[src/rtl/cfg_i2c_pkg.sv]
// Package: shared types for the two-wire register target.
// Assumes byte-wide registers; the protocol state names live here.
package cfg_i2c_pkg;
    localparam int BYTE_W = 8;

    typedef enum logic [2:0] {
        ST_IDLE,   // waiting for a start
        ST_DEVA,   // shifting in the address byte
        ST_SUBA,   // shifting in the register index
        ST_WDAT,   // shifting in a write byte
        ST_ACK,    // target drives the ninth-bit acknowledge
        ST_RDAT,   // target shifts out a read byte
        ST_MACK,   // master answers on the ninth bit
        ST_RLOAD   // master acked: drive the next byte at SCL fall
    } link_state_t;
endpackage

[src/rtl/i2c_line_filter.sv]
// Module: i2c_line_filter
// Synchronizes one open-drain line, removes single-sample glitches with
// a majority vote, and reports the filtered level and its edges.
// Assumes SYNC_STAGES >= 2 and an odd VOTE_TAPS >= 3. The line idles high.
module i2c_line_filter #(
    parameter int SYNC_STAGES = 2,
    parameter int VOTE_TAPS   = 3
) (
    input  logic clk,
    input  logic rst_n,
    input  logic line_i,
    output logic level_o,
    output logic rise_o,
    output logic fall_o
);
    localparam int CW = $clog2(VOTE_TAPS + 1);

    logic [SYNC_STAGES-1:0] sync_q;
    logic [VOTE_TAPS-1:0]   win_q;
    logic                   prev_q;
    logic [CW-1:0]          ones;
    logic                   vote;

    // Count the ones in the window and take the majority.
    always_comb begin
        ones = '0;
        for (int i = 0; i < VOTE_TAPS; i++) begin
            ones = ones + CW'(win_q[i]);
        end
        vote = (ones > CW'(VOTE_TAPS / 2));
    end

    // Synchronizer, vote window, filtered level and its delayed copy.
    always_ff @(posedge clk) begin
        if (!rst_n) begin
            sync_q  <= '1;
            win_q   <= '1;
            level_o <= 1'b1;
            prev_q  <= 1'b1;
        end else begin
            sync_q  <= {sync_q[SYNC_STAGES-2:0], line_i};
            win_q   <= {win_q[VOTE_TAPS-2:0], sync_q[SYNC_STAGES-1]};
            level_o <= vote;
            prev_q  <= level_o;
        end
    end

    assign rise_o = level_o & ~prev_q;
    assign fall_o = ~level_o & prev_q;
endmodule

[src/rtl/cfg_reg_bank.sv]
// Module: cfg_reg_bank
// A bank of byte registers, each loaded by a single-cycle write strobe.
// All registers are shown on one flat bus. Assumes wr_idx < REG_COUNT.
module cfg_reg_bank #(
    parameter int REG_COUNT = 64,
    localparam int IDX_W    = $clog2(REG_COUNT)
) (
    input  logic                  clk,
    input  logic                  rst_n,
    input  logic                  wr_en,
    input  logic [IDX_W-1:0]      wr_idx,
    input  logic [7:0]            wr_data,
    output logic [REG_COUNT*8-1:0] regs_flat
);
    for (genvar g = 0; g < REG_COUNT; g++) begin : g_reg
        // One register: cleared on reset, loaded when addressed.
        always_ff @(posedge clk) begin
            if (!rst_n) begin
                regs_flat[g*8 +: 8] <= 8'h00;
            end else if (wr_en && (wr_idx == IDX_W'(g))) begin
                regs_flat[g*8 +: 8] <= wr_data;
            end
        end
    end
endmodule

[src/rtl/i2c_target_fsm.sv]
// Module: i2c_target_fsm
// Bus protocol engine: address match, index load, auto-increment writes
// and reads, and acknowledges. SDA changes are made on the cycle that
// follows a detected SCL fall. Assumes filtered, edge-detected inputs.
module i2c_target_fsm
    import cfg_i2c_pkg::*;
#(
    parameter int         REG_COUNT      = 64,
    parameter logic [5:0] DEV_ADDR_UPPER = 6'h35,
    localparam int IDX_W = $clog2(REG_COUNT),
    localparam int PTR_W = IDX_W + 1,
    localparam int TOP   = REG_COUNT - 1
) (
    input  logic                   clk,
    input  logic                   rst_n,
    input  logic                   scl_rise,
    input  logic                   scl_fall,
    input  logic                   sda_lvl,
    input  logic                   start_det,
    input  logic                   stop_det,
    input  logic                   strap,
    input  logic [REG_COUNT*8-1:0] regs_flat,
    output logic                   sda_oe,
    output logic                   wr_en,
    output logic [IDX_W-1:0]       wr_idx,
    output logic [7:0]             wr_data
);
    link_state_t       state, nxt;
    logic [2:0]        cnt;
    logic [7:0]        rx, tx;
    logic [PTR_W-1:0]  ptr;
    logic              ack_on;
    logic [7:0]        rx_byte;
    logic [IDX_W-1:0]  rd_idx;
    logic [7:0]        rd_byte;

    // Byte being completed and the register to read (saturated at the top).
    always_comb begin
        rx_byte = {rx[6:0], sda_lvl};
        rd_idx  = (int'(ptr) > TOP) ? IDX_W'(TOP) : ptr[IDX_W-1:0];
        rd_byte = regs_flat[{rd_idx, 3'b000} +: 8];
    end

    // Protocol sequencer: bit counting, decisions, SDA drive.
    always_ff @(posedge clk) begin
        if (!rst_n) begin
            state   <= ST_IDLE;
            nxt     <= ST_IDLE;
            cnt     <= '0;
            rx      <= '0;
            tx      <= '0;
            ptr     <= '0;
            ack_on  <= 1'b0;
            sda_oe  <= 1'b0;
            wr_en   <= 1'b0;
            wr_idx  <= '0;
            wr_data <= '0;
        end else begin
            wr_en <= 1'b0;
            if (stop_det) begin
                state  <= ST_IDLE;
                sda_oe <= 1'b0;
            end else if (start_det) begin
                state  <= ST_DEVA;
                cnt    <= '0;
                ack_on <= 1'b0;
                sda_oe <= 1'b0;
            end else begin
                unique case (state)
                    ST_IDLE: sda_oe <= 1'b0;
                    ST_DEVA, ST_SUBA, ST_WDAT: begin
                        if (scl_rise) begin
                            rx  <= rx_byte;
                            cnt <= cnt + 3'd1;
                            if (cnt == 3'd7) begin
                                ack_on <= 1'b0;
                                state  <= ST_IDLE;
                                if (state == ST_DEVA) begin
                                    if (rx_byte[7:1] == {DEV_ADDR_UPPER, strap}) begin
                                        state <= ST_ACK;
                                        nxt   <= rx_byte[0] ? ST_RDAT : ST_SUBA;
                                    end
                                end else if (state == ST_SUBA) begin
                                    if (int'(rx_byte) < REG_COUNT) begin
                                        ptr   <= PTR_W'(rx_byte);
                                        state <= ST_ACK;
                                        nxt   <= ST_WDAT;
                                    end
                                end else if (int'(ptr) < REG_COUNT) begin
                                    wr_en   <= 1'b1;
                                    wr_idx  <= ptr[IDX_W-1:0];
                                    wr_data <= rx_byte;
                                    ptr     <= ptr + PTR_W'(1);
                                    state   <= ST_ACK;
                                    nxt     <= ST_WDAT;
                                end
                            end
                        end
                    end
                    ST_ACK: begin
                        if (scl_fall) begin
                            if (!ack_on) begin
                                sda_oe <= 1'b1;
                                ack_on <= 1'b1;
                            end else begin
                                ack_on <= 1'b0;
                                cnt    <= '0;
                                state  <= nxt;
                                if (nxt == ST_RDAT) begin
                                    tx     <= rd_byte;
                                    sda_oe <= ~rd_byte[7];
                                end else begin
                                    sda_oe <= 1'b0;
                                end
                            end
                        end
                    end
                    ST_RDAT: begin
                        if (scl_fall) begin
                            tx     <= {tx[6:0], 1'b0};
                            sda_oe <= ~tx[6];
                        end else if (scl_rise) begin
                            cnt <= cnt + 3'd1;
                            if (cnt == 3'd7) begin
                                state  <= ST_MACK;
                                ack_on <= 1'b0;
                            end
                        end
                    end
                    ST_MACK: begin
                        if (scl_fall && !ack_on) begin
                            sda_oe <= 1'b0;
                            ack_on <= 1'b1;
                        end else if (scl_rise && ack_on) begin
                            if (!sda_lvl) begin
                                state <= ST_RLOAD;
                                ptr   <= (int'(ptr) < TOP) ? ptr + PTR_W'(1) : PTR_W'(TOP);
                            end else begin
                                state <= ST_IDLE;
                            end
                        end
                    end
                    ST_RLOAD: begin
                        if (scl_fall) begin
                            tx     <= rd_byte;
                            sda_oe <= ~rd_byte[7];
                            cnt    <= '0;
                            state  <= ST_RDAT;
                        end
                    end
                    default: state <= ST_IDLE;
                endcase
            end
        end
    end
endmodule

[src/rtl/cfg_i2c_target.sv]
// Module: cfg_i2c_target (top)
// Two-wire bus target that exposes a bank of byte registers. It combines
// the line filters, the start/stop detector, the protocol engine and the
// register bank. Assumes clk runs many times faster than SCL.
module cfg_i2c_target #(
    parameter int         REG_COUNT      = 64,
    parameter logic [5:0] DEV_ADDR_UPPER = 6'h35,
    parameter int         SYNC_STAGES    = 2,
    parameter int         VOTE_TAPS      = 3
) (
    input  logic                   clk,
    input  logic                   rst_n,
    input  logic                   scl_i,
    input  logic                   sda_i,
    input  logic                   addr_strap,
    output logic                   sda_oe,
    output logic [REG_COUNT*8-1:0] regs_flat
);
    localparam int IDX_W = $clog2(REG_COUNT);

    logic             scl_f, scl_rise, scl_fall;
    logic             sda_f, sda_rise, sda_fall;
    logic             start_det, stop_det;
    logic             wr_en;
    logic [IDX_W-1:0] wr_idx;
    logic [7:0]       wr_data;

    i2c_line_filter #(.SYNC_STAGES(SYNC_STAGES), .VOTE_TAPS(VOTE_TAPS)) u_scl_filt (
        .clk(clk), .rst_n(rst_n), .line_i(scl_i),
        .level_o(scl_f), .rise_o(scl_rise), .fall_o(scl_fall));

    i2c_line_filter #(.SYNC_STAGES(SYNC_STAGES), .VOTE_TAPS(VOTE_TAPS)) u_sda_filt (
        .clk(clk), .rst_n(rst_n), .line_i(sda_i),
        .level_o(sda_f), .rise_o(sda_rise), .fall_o(sda_fall));

    // Bus conditions: an SDA edge while SCL is held high.
    assign start_det = sda_fall & scl_f;
    assign stop_det  = sda_rise & scl_f;

    i2c_target_fsm #(.REG_COUNT(REG_COUNT), .DEV_ADDR_UPPER(DEV_ADDR_UPPER)) u_fsm (
        .clk(clk), .rst_n(rst_n),
        .scl_rise(scl_rise), .scl_fall(scl_fall), .sda_lvl(sda_f),
        .start_det(start_det), .stop_det(stop_det), .strap(addr_strap),
        .regs_flat(regs_flat), .sda_oe(sda_oe),
        .wr_en(wr_en), .wr_idx(wr_idx), .wr_data(wr_data));

    cfg_reg_bank #(.REG_COUNT(REG_COUNT)) u_bank (
        .clk(clk), .rst_n(rst_n), .wr_en(wr_en), .wr_idx(wr_idx),
        .wr_data(wr_data), .regs_flat(regs_flat));
endmodule

[config.mk]
export PLATFORM = sky130hd
export DESIGN_NAME = cfg_i2c_target
export DESIGN_NICKNAME = d
export VERILOG_FILES = /design/src/rtl/cfg_i2c_pkg.sv /design/src/rtl/i2c_line_filter.sv /design/src/rtl/cfg_reg_bank.sv /design/src/rtl/i2c_target_fsm.sv /design/src/rtl/cfg_i2c_target.sv
export SDC_FILE = /design/constraint.sdc
export NUM_CORES = 2
export LEC_CHECK = 0
export ABC_AREA = 1
export BUFFER_PORTS_ARGS = -buffer_cell sky130_fd_sc_hd__buf_2
export CORE_MARGIN = 4
export CORE_UTILIZATION = 45
export DETAILED_ROUTE_END_ITERATION = 16
export GPL_TIMING_DRIVEN = 1
export PLACE_DENSITY = 0.79
export SYNTH_ARGS = -nofsm -noshare
export SYNTH_HDL_FRONTEND = slang
export SYNTH_SLANG_ARGS = --single-unit
[constraint.sdc]
create_clock -name clk -period 2.2 [get_ports clk]
set_input_delay 0.44 -clock clk [delete_from_list [all_inputs] [get_ports clk]]
set_output_delay 0.44 -clock clk [all_outputs]
set_load 0.005 [all_outputs]
[Word-level counts from Yosys, hierarchy flattened]
Index checks and enable logic that the tools add are counted.
Storage, ports and cells
  output and inout port bits: 513
  flip-flop bits (word level): 573
  input port bits: 5
Cells by class
  order comparisons: 6
  equality and inequality tests: 103
  add/sub/neg operators: 6
  reductions and logical operators: 91
  bitwise gates (word level): 20
  muxes and demuxes: 65
  shifts and indexed selects: 1
Operators by type and width (count)
  $shiftx 512x10->8: 1
  $eq 6x6->1 const B: 32
  $mux 7: 15
  $eq 6x5->1 const B: 16
  $mux 3: 28
  $logic_and 1x1->1: 66
  $eq 6x4->1 const B: 8
  $reduce_and 11->1: 3
  $ne 3x2->1 const B: 10
  $eq 6x3->1 const B: 4
  $reduce_and 8->1: 3
  $ne 2x1->1 const B: 11
  $pmux 7 s3: 1
  $reduce_bool 5->1: 4
  $eq 3x3->1 const B: 6
  $mux 1: 15
  $pmux 3 s5: 1
  $not 1->1: 14
  $pmux 7 s2: 1
  $eq 6x2->1 const B: 2
  $pmux 3 s4: 1
  $ne 2x2->1 const B: 5
  $reduce_and 5->1: 2
  $ne 3x3->1 const B: 3
  other kinds (29): 40

[Logic depth before layout (Yosys ltp)]
  depth in word-level cells: 8
  mapped depth: 16
  gate-level depth less buffers: 13

[By module]
A second synthesis with hierarchy kept.
Unflattened totals
  cell total of the unflattened synthesis: 4433
  area, all modules: 27944.3 um2
Modules (own cells, without submodules)
  cfg_reg_bank: area each 19907.8 um2, instances 1, sequential area each 10249.8 um2, cells an instance 2908
  i2c_target_fsm: area each 7568.5 um2, instances 1, sequential area each 940.9 um2, cells an instance 1469
  i2c_line_filter: area each 226.5 um2, instances 2, sequential area each 140.1 um2, cells an instance 26
  cfg_i2c_target: area each 15.0 um2, instances 1, sequential area each 0.0 um2, cells an instance 4

[Worst setup path before layout]
Ideal clock, no wire load.
  kind: flip-flop to flip-flop
  from: register u_fsm.ptr[1]
  to: register u_fsm.sda_oe
  arrival: 1.770 ns
  stages on the path, launching flop included: 15
  data required time: 2.134 ns
  path buffers: 1
  setup slack: 0.364 ns
  cell sequence: dfxtp_1 ha_1 nand2_1 nand3_2 nand2_1 nor2_2 buf_2 nand3_1 nand3_1 nand3_1 nand2_1 nand2_1 nand2_1 nand2_1 a21oi_2
On the way
  longest elaborated chain between the ends: 8
  elaborated cells between the ends (all ways): 9
  those cells by class: order compare (1); shift (1); mux (6); bitwise (1)
Ends and longest elaborated chain
  start: declaration: RTL line i2c_target_fsm.sv:31  | logic [PTR_W-1:0] ptr;
  start signal: assignment: RTL line i2c_target_fsm.sv:85  | ptr <= PTR_W'(rx_byte);
  start signal: assignment: RTL line i2c_target_fsm.sv:93  | ptr <= ptr + PTR_W'(1);
  start signal: assignment: RTL line i2c_target_fsm.sv:137  | ptr <= (int'(ptr) < TOP) ? ptr + PTR_W'(1) : PTR_W'(TOP);
  $gt 7x6->1: RTL line i2c_target_fsm.sv:40  | rd_idx = (int'(ptr) > TOP) ? IDX_W'(TOP) : ptr[IDX_W-1:0];
  $mux 6 (*): RTL line i2c_target_fsm.sv:40
  $shiftx 512x10->8 (*): RTL line i2c_target_fsm.sv:41  | rd_byte = regs_flat[{rd_idx, 3'b000} +: 8];
  $not 1->1 (*): RTL line i2c_target_fsm.sv:111, i2c_target_fsm.sv:146
  $mux 1: RTL line i2c_target_fsm.sv:109  | if (nxt == ST_RDAT) begin
  $mux 1: RTL line i2c_target_fsm.sv:102  | if (!ack_on) begin
  $mux 1: RTL line i2c_target_fsm.sv:101  | if (scl_fall) begin
  $pmux 1 s5 (*): RTL line i2c_target_fsm.sv:69  | unique case (state)
  end signal: assignment: RTL line i2c_target_fsm.sv:111  | sda_oe <= ~rd_byte[7];
  end signal: assignment: RTL line i2c_target_fsm.sv:121  | sda_oe <= ~tx[6];
  end signal: assignment: RTL line i2c_target_fsm.sv:146  | sda_oe <= ~rd_byte[7];
  end: declaration: RTL line i2c_target_fsm.sv:23  | output logic sda_oe,
Mark *: on every way between the ends. The rest lies on a longest branch, timed or not. The select of a mux whose other input is x is not followed.
A chain may end at the register's enable or synchronous reset.

[Final worst setup path]
  from: register u_fsm.ptr[0]
  to: register u_fsm.tx[3]
On the way
  longest elaborated chain between the ends: 7
  elaborated cells between the ends (all ways): 8
  those cells by class: order compare (1); shift (1); mux (6)
Ends and longest elaborated chain
  $gt 7x6->1: RTL line i2c_target_fsm.sv:40
  $mux 6 (*): RTL line i2c_target_fsm.sv:40
  $shiftx 512x10->8 (*): RTL line i2c_target_fsm.sv:41
  $mux 7: RTL line i2c_target_fsm.sv:109
  $mux 7: RTL line i2c_target_fsm.sv:102
  $mux 7: RTL line i2c_target_fsm.sv:101
  $pmux 7 s3 (*): RTL line i2c_target_fsm.sv:69
  end signal: assignment: RTL line i2c_target_fsm.sv:110  | tx <= rd_byte;
  end signal: assignment: RTL line i2c_target_fsm.sv:120  | tx <= {tx[6:0], 1'b0};
  end signal: assignment: RTL line i2c_target_fsm.sv:145  | tx <= rd_byte;
  end: declaration: RTL line i2c_target_fsm.sv:30  | logic [7:0] rx, tx;
Marked as above.

==> metrics.md <==
| Metric | Value |
|---|---|
| # rows | `87` |
| Gr busiest metal | `met2` |
| Die area | `60800 um^2` |
| Slowest cell on crit path | `o21ai_0` |
| Synthesized flop and latch total | `573` |
| Status | `finished, violations left` |
| Area Overhead vs Synth | `28.1%` |
| RSZ-0062 raised after global routing | `yes` |
| Final setup vio count | `4` |
| Max-cap violations | `0` |
| Fin util | `0.582` |
| Count of different cell masters after synthesis | `43` |
| Worst setup margin | `-0.117 ns` |
| Yosys top cell by area | `dfxtp_1` |
| FF-to-FF path depth | `12` |
| CP max stage delay | `0.49 ns` |
| Detail Route Antenna Nets | `0` |
| HPWL after detailed placement | `83.9 mm` |
| RD Place Congestion | `1.05` |
| Total number of vias | `29.1k` |
| Sink Count | `573` |
| Hold path cells | `3` |
| Largest net degree at the start of global routing | `131` |
| Starting DRT DRC Count | `4193` |
| Power per standard cell area | `1210 nW/um^2` |
| Most used DFF post-synth | `dfxtp_1` |
| Vias per cell | `5.77` |
| Part of the cycle the worst path needs | `1.05` |
| Register clock-pin slew on the reported worst setup and hold paths | `0.07 ns` |
| Failing checks | `negative setup slack` |
| Crit path cell chain | `buf_12, nor2_4, buf_8, bufbuf_16, o21ai_0, nand3_1, nand3_1, nand3_1, nand3_1, nand3_1, nand2_1, a21oi_1` |
| Setup crit end kind | `register` |
| WL per Instance | `23.1 um` |
| Most frequent cells in the layout | `759 x nor2_1, 702 x o21ai_0, 561 x dfxtp_1` |
| EDFF count, synth | `0` |
| DR pass1 iterations | `7` |
| Headroom to the max-slew limit | `0.527` |
| R2r endpoint | `u_fsm.tx[3]$_SDFFE_PN0P_` |
| Most common cell after layout, fill and taps aside | `nor2_1` |
| Mapped Area | `25600 um^2` |
| Worst Hold Class | `in -> reg` |
| FILL cells | `5312` |
| Worst-Skew Late Latency | `0.63 ns` |
| Fin nets | `4251` |
| Worst setup SP type | `register` |
| CTS tree | `yes` |
| Tot Pwr | `0.0398 W` |
| Critical path data arrival time | `2.82 ns` |
| Met1 Use GR | `0.474` |
| R2R Setup Slk | `-0.12 ns` |
| Initial core utilization | `0.455` |
| Post-synthesis instance total | `3711` |
| Max-slew violations | `0` |
| CTS root buffer | `clkbuf_16` |
| Register Area | `11500 um^2` |
| Worst-margin pin slew | `0.710 ns` |
| Longest Clk Path Bufs | `3` |
| Crit path top cell by count | `nand3_1` |
| Leak Pwr | `15.5 nW` |
| Met2 GRT Util | `0.532` |
| Multi-input gate area | `12000 um^2` |
| Sequential fraction of the synthesis area | `0.448` |
| H-Tree Depth | `2` |
| VDD IR max | `857 uV` |
| Total GRT Usage | `0.357` |
| First-pass GRT wire length | `166 mm` |
| Top cells by area, synth | `dfxtp_1 45%, o21ai_0 14%, nor2_1 11%` |
| FMAX | `432 MHz` |
| Fin Clk Skew | `0.0198 ns` |
| Fin Hold WS | `0.166 ns` |
| Critical R2R Launch | `u_fsm.ptr[0]$_SDFFE_PN0P_` |
| Total CTS buffers | `59` |
| Crit path kind | `reg -> reg` |
| Met3 usage | `0.0981` |
| Layout cells sized above 1 | `0.221` |
| Tmin final | `2.32 ns` |
| CP startpoint | `u_fsm.ptr[0]$_SDFFE_PN0P_` |
| IO Pins | `518` |
| Synth warn | `0` |
| Crit path required time | `2.71 ns` |
| Vias in the first global route | `25.8k` |
| Total Routed Length | `117 mm` |
| Die Span X | `247 um` |
| Final Hold Vio Count | `0` |
| Avg Cell Area, Syn | `6.91 um^2` |
| Post-route DRC | `0` |
| Core area | `56400 um^2` |
| Critical Path Fanout Max | `17` |
| CP Capture Point | `u_fsm.tx[3]$_SDFFE_PN0P_` |
| Setup WS pre-CTS | `-0.171 ns` |
| Post-Syn Nets | `3721` |
| Fraction of registers with async set/reset | `0` |
| Initial antenna violation count | `1` |
| Top-area cell type share of the netlist area | `0.448` |
| Port Buffers | `517` |
| Die Y | `247 um` |
| Remaining Overflow, GRT | `0` |
[worst max-delay path: cells and delay by family, from the launching register on]
| family | cells | cell delay, ns |
|---|---|---|
| compound gates | 2 | 0.55 |
| buf+inv | 3 | 0.55 |
| flops | 1 | 0.39 |
| simple gates | 7 | 0.71 |
[through the flow]
step	instances	area [um^2]	TNS [ns]
after floorplan	3711	25600	0
after global placement	4902	30000	-0.359
after detailed placement	4902	30000	-0.611
after CTS	5016	32200	0
after global routing	5046	32800	-0.443
final	5048	32800	-0.185
[metal layers]
layer | wire, um | part of all wire
met1 | 44500 | 0.38
met2 | 49100 | 0.42
met3 | 15800 | 0.14
met4 | 7230 | 0.062
met5 | 0 | 0
[worst min-delay path by stage]
stage,endpoint,slack [ns],start
after CTS,u_bank.regs_flat[208]$_SDFFE_PN0P_,0.14,rst_n
after global placement,u_scl_filt.win_q[0]$_SDFF_PN1_,0.39,u_scl_filt.sync_q[1]$_SDFF_PN1_
final,u_bank.regs_flat[435]$_SDFFE_PN0P_,0.17,rst_n
after floorplan,u_scl_filt.sync_q[1]$_SDFF_PN1_,0.39,u_scl_filt.sync_q[0]$_SDFF_PN1_
after detailed placement,u_sda_filt.sync_q[1]$_SDFF_PN1_,0.40,u_sda_filt.sync_q[0]$_SDFF_PN1_
after global routing,u_bank.regs_flat[199]$_SDFFE_PN0P_,0.17,rst_n
[cells in the mapped netlist, types with 3 or more instances]
master,instances
nand2_1,209
a31oi_1,5
nand3_2,5
nor3_1,14
nor2_4,5
inv_1,328
clkbuf_1,173
inv_2,13
buf_4,10
dfxtp_1,573
o211ai_1,28
buf_1,15
nor3_2,3
or2_2,11
nor2_2,7
o21ai_1,14
o21ai_0,716
buf_2,65
nand3_1,304
nor2_1,763
clkinv_1,6
a21oi_1,408
ha_1,5
nand3b_1,3
[cell type report]
type / instances / area share
clock buffer: 84 / 0.0525
tap: 756 / 0.0288
sequential: 573 / 0.350
timing repair buffer: 734 / 0.155
clock inverter: 26 / 0.00888
multi-input combinational: 2525 / 0.365
antenna: 2 / 0.000152
inverter: 348 / 0.0399
[kinds of logic (layout without fill, tap and decap cells)]
| group | after synthesis | count (layout) | share of synthesized area |
|---|---|---|---|
| other | 0 | 2 | 0 |
| adders and majority gates | 5 | 5 | 0.00244 |
| AOI/OAI and AO/OA | 1188 | 1188 | 0.237 |
| buffers and inverters | 613 | 1192 | 0.0951 |
| xor gates and xnor gates | 1 | 1 | 0.000342 |
| DFF | 573 | 573 | 0.448 |
| and+or+nand+nor | 1331 | 1331 | 0.217 |
[state kept, by name, summed over array words and instances, names as in the netlist, 2 cells and up]
register and flops:
u_fsm.state 3, u_fsm.wr_idx 6, u_scl_filt.sync_q 2, u_fsm.ptr 7, u_fsm.wr_data 8, u_scl_filt.win_q 3
u_fsm.rx 7, u_fsm.nxt 3, u_fsm.tx 7, u_bank.regs_flat 512, u_sda_filt.win_q 3, u_fsm.cnt 3
u_sda_filt.sync_q 2
[report_power, final]
| part | internal [W] | switching, W | total [W] |
|---|---|---|---|
| combinational | 0.00701 | 0.0115 | 0.0186 |
| clock | 0.00614 | 0.00441 | 0.0106 |
| sequential | 0.0105 | 0.000164 | 0.0107 |
| total | 0.0237 | 0.0161 | 0.0398 |
[repair_timing]
action                     in CTS  in global routing
hold buffers                    2                  0
gates cloned                    2                  9
setup endpoints to repair       7                 26
pin swaps                       2                 26
buffers inserted                0                 21
hold endpoints to repair        2                  0
gates resized for setup        16                 78
Power figures use the tool's default switching activity.
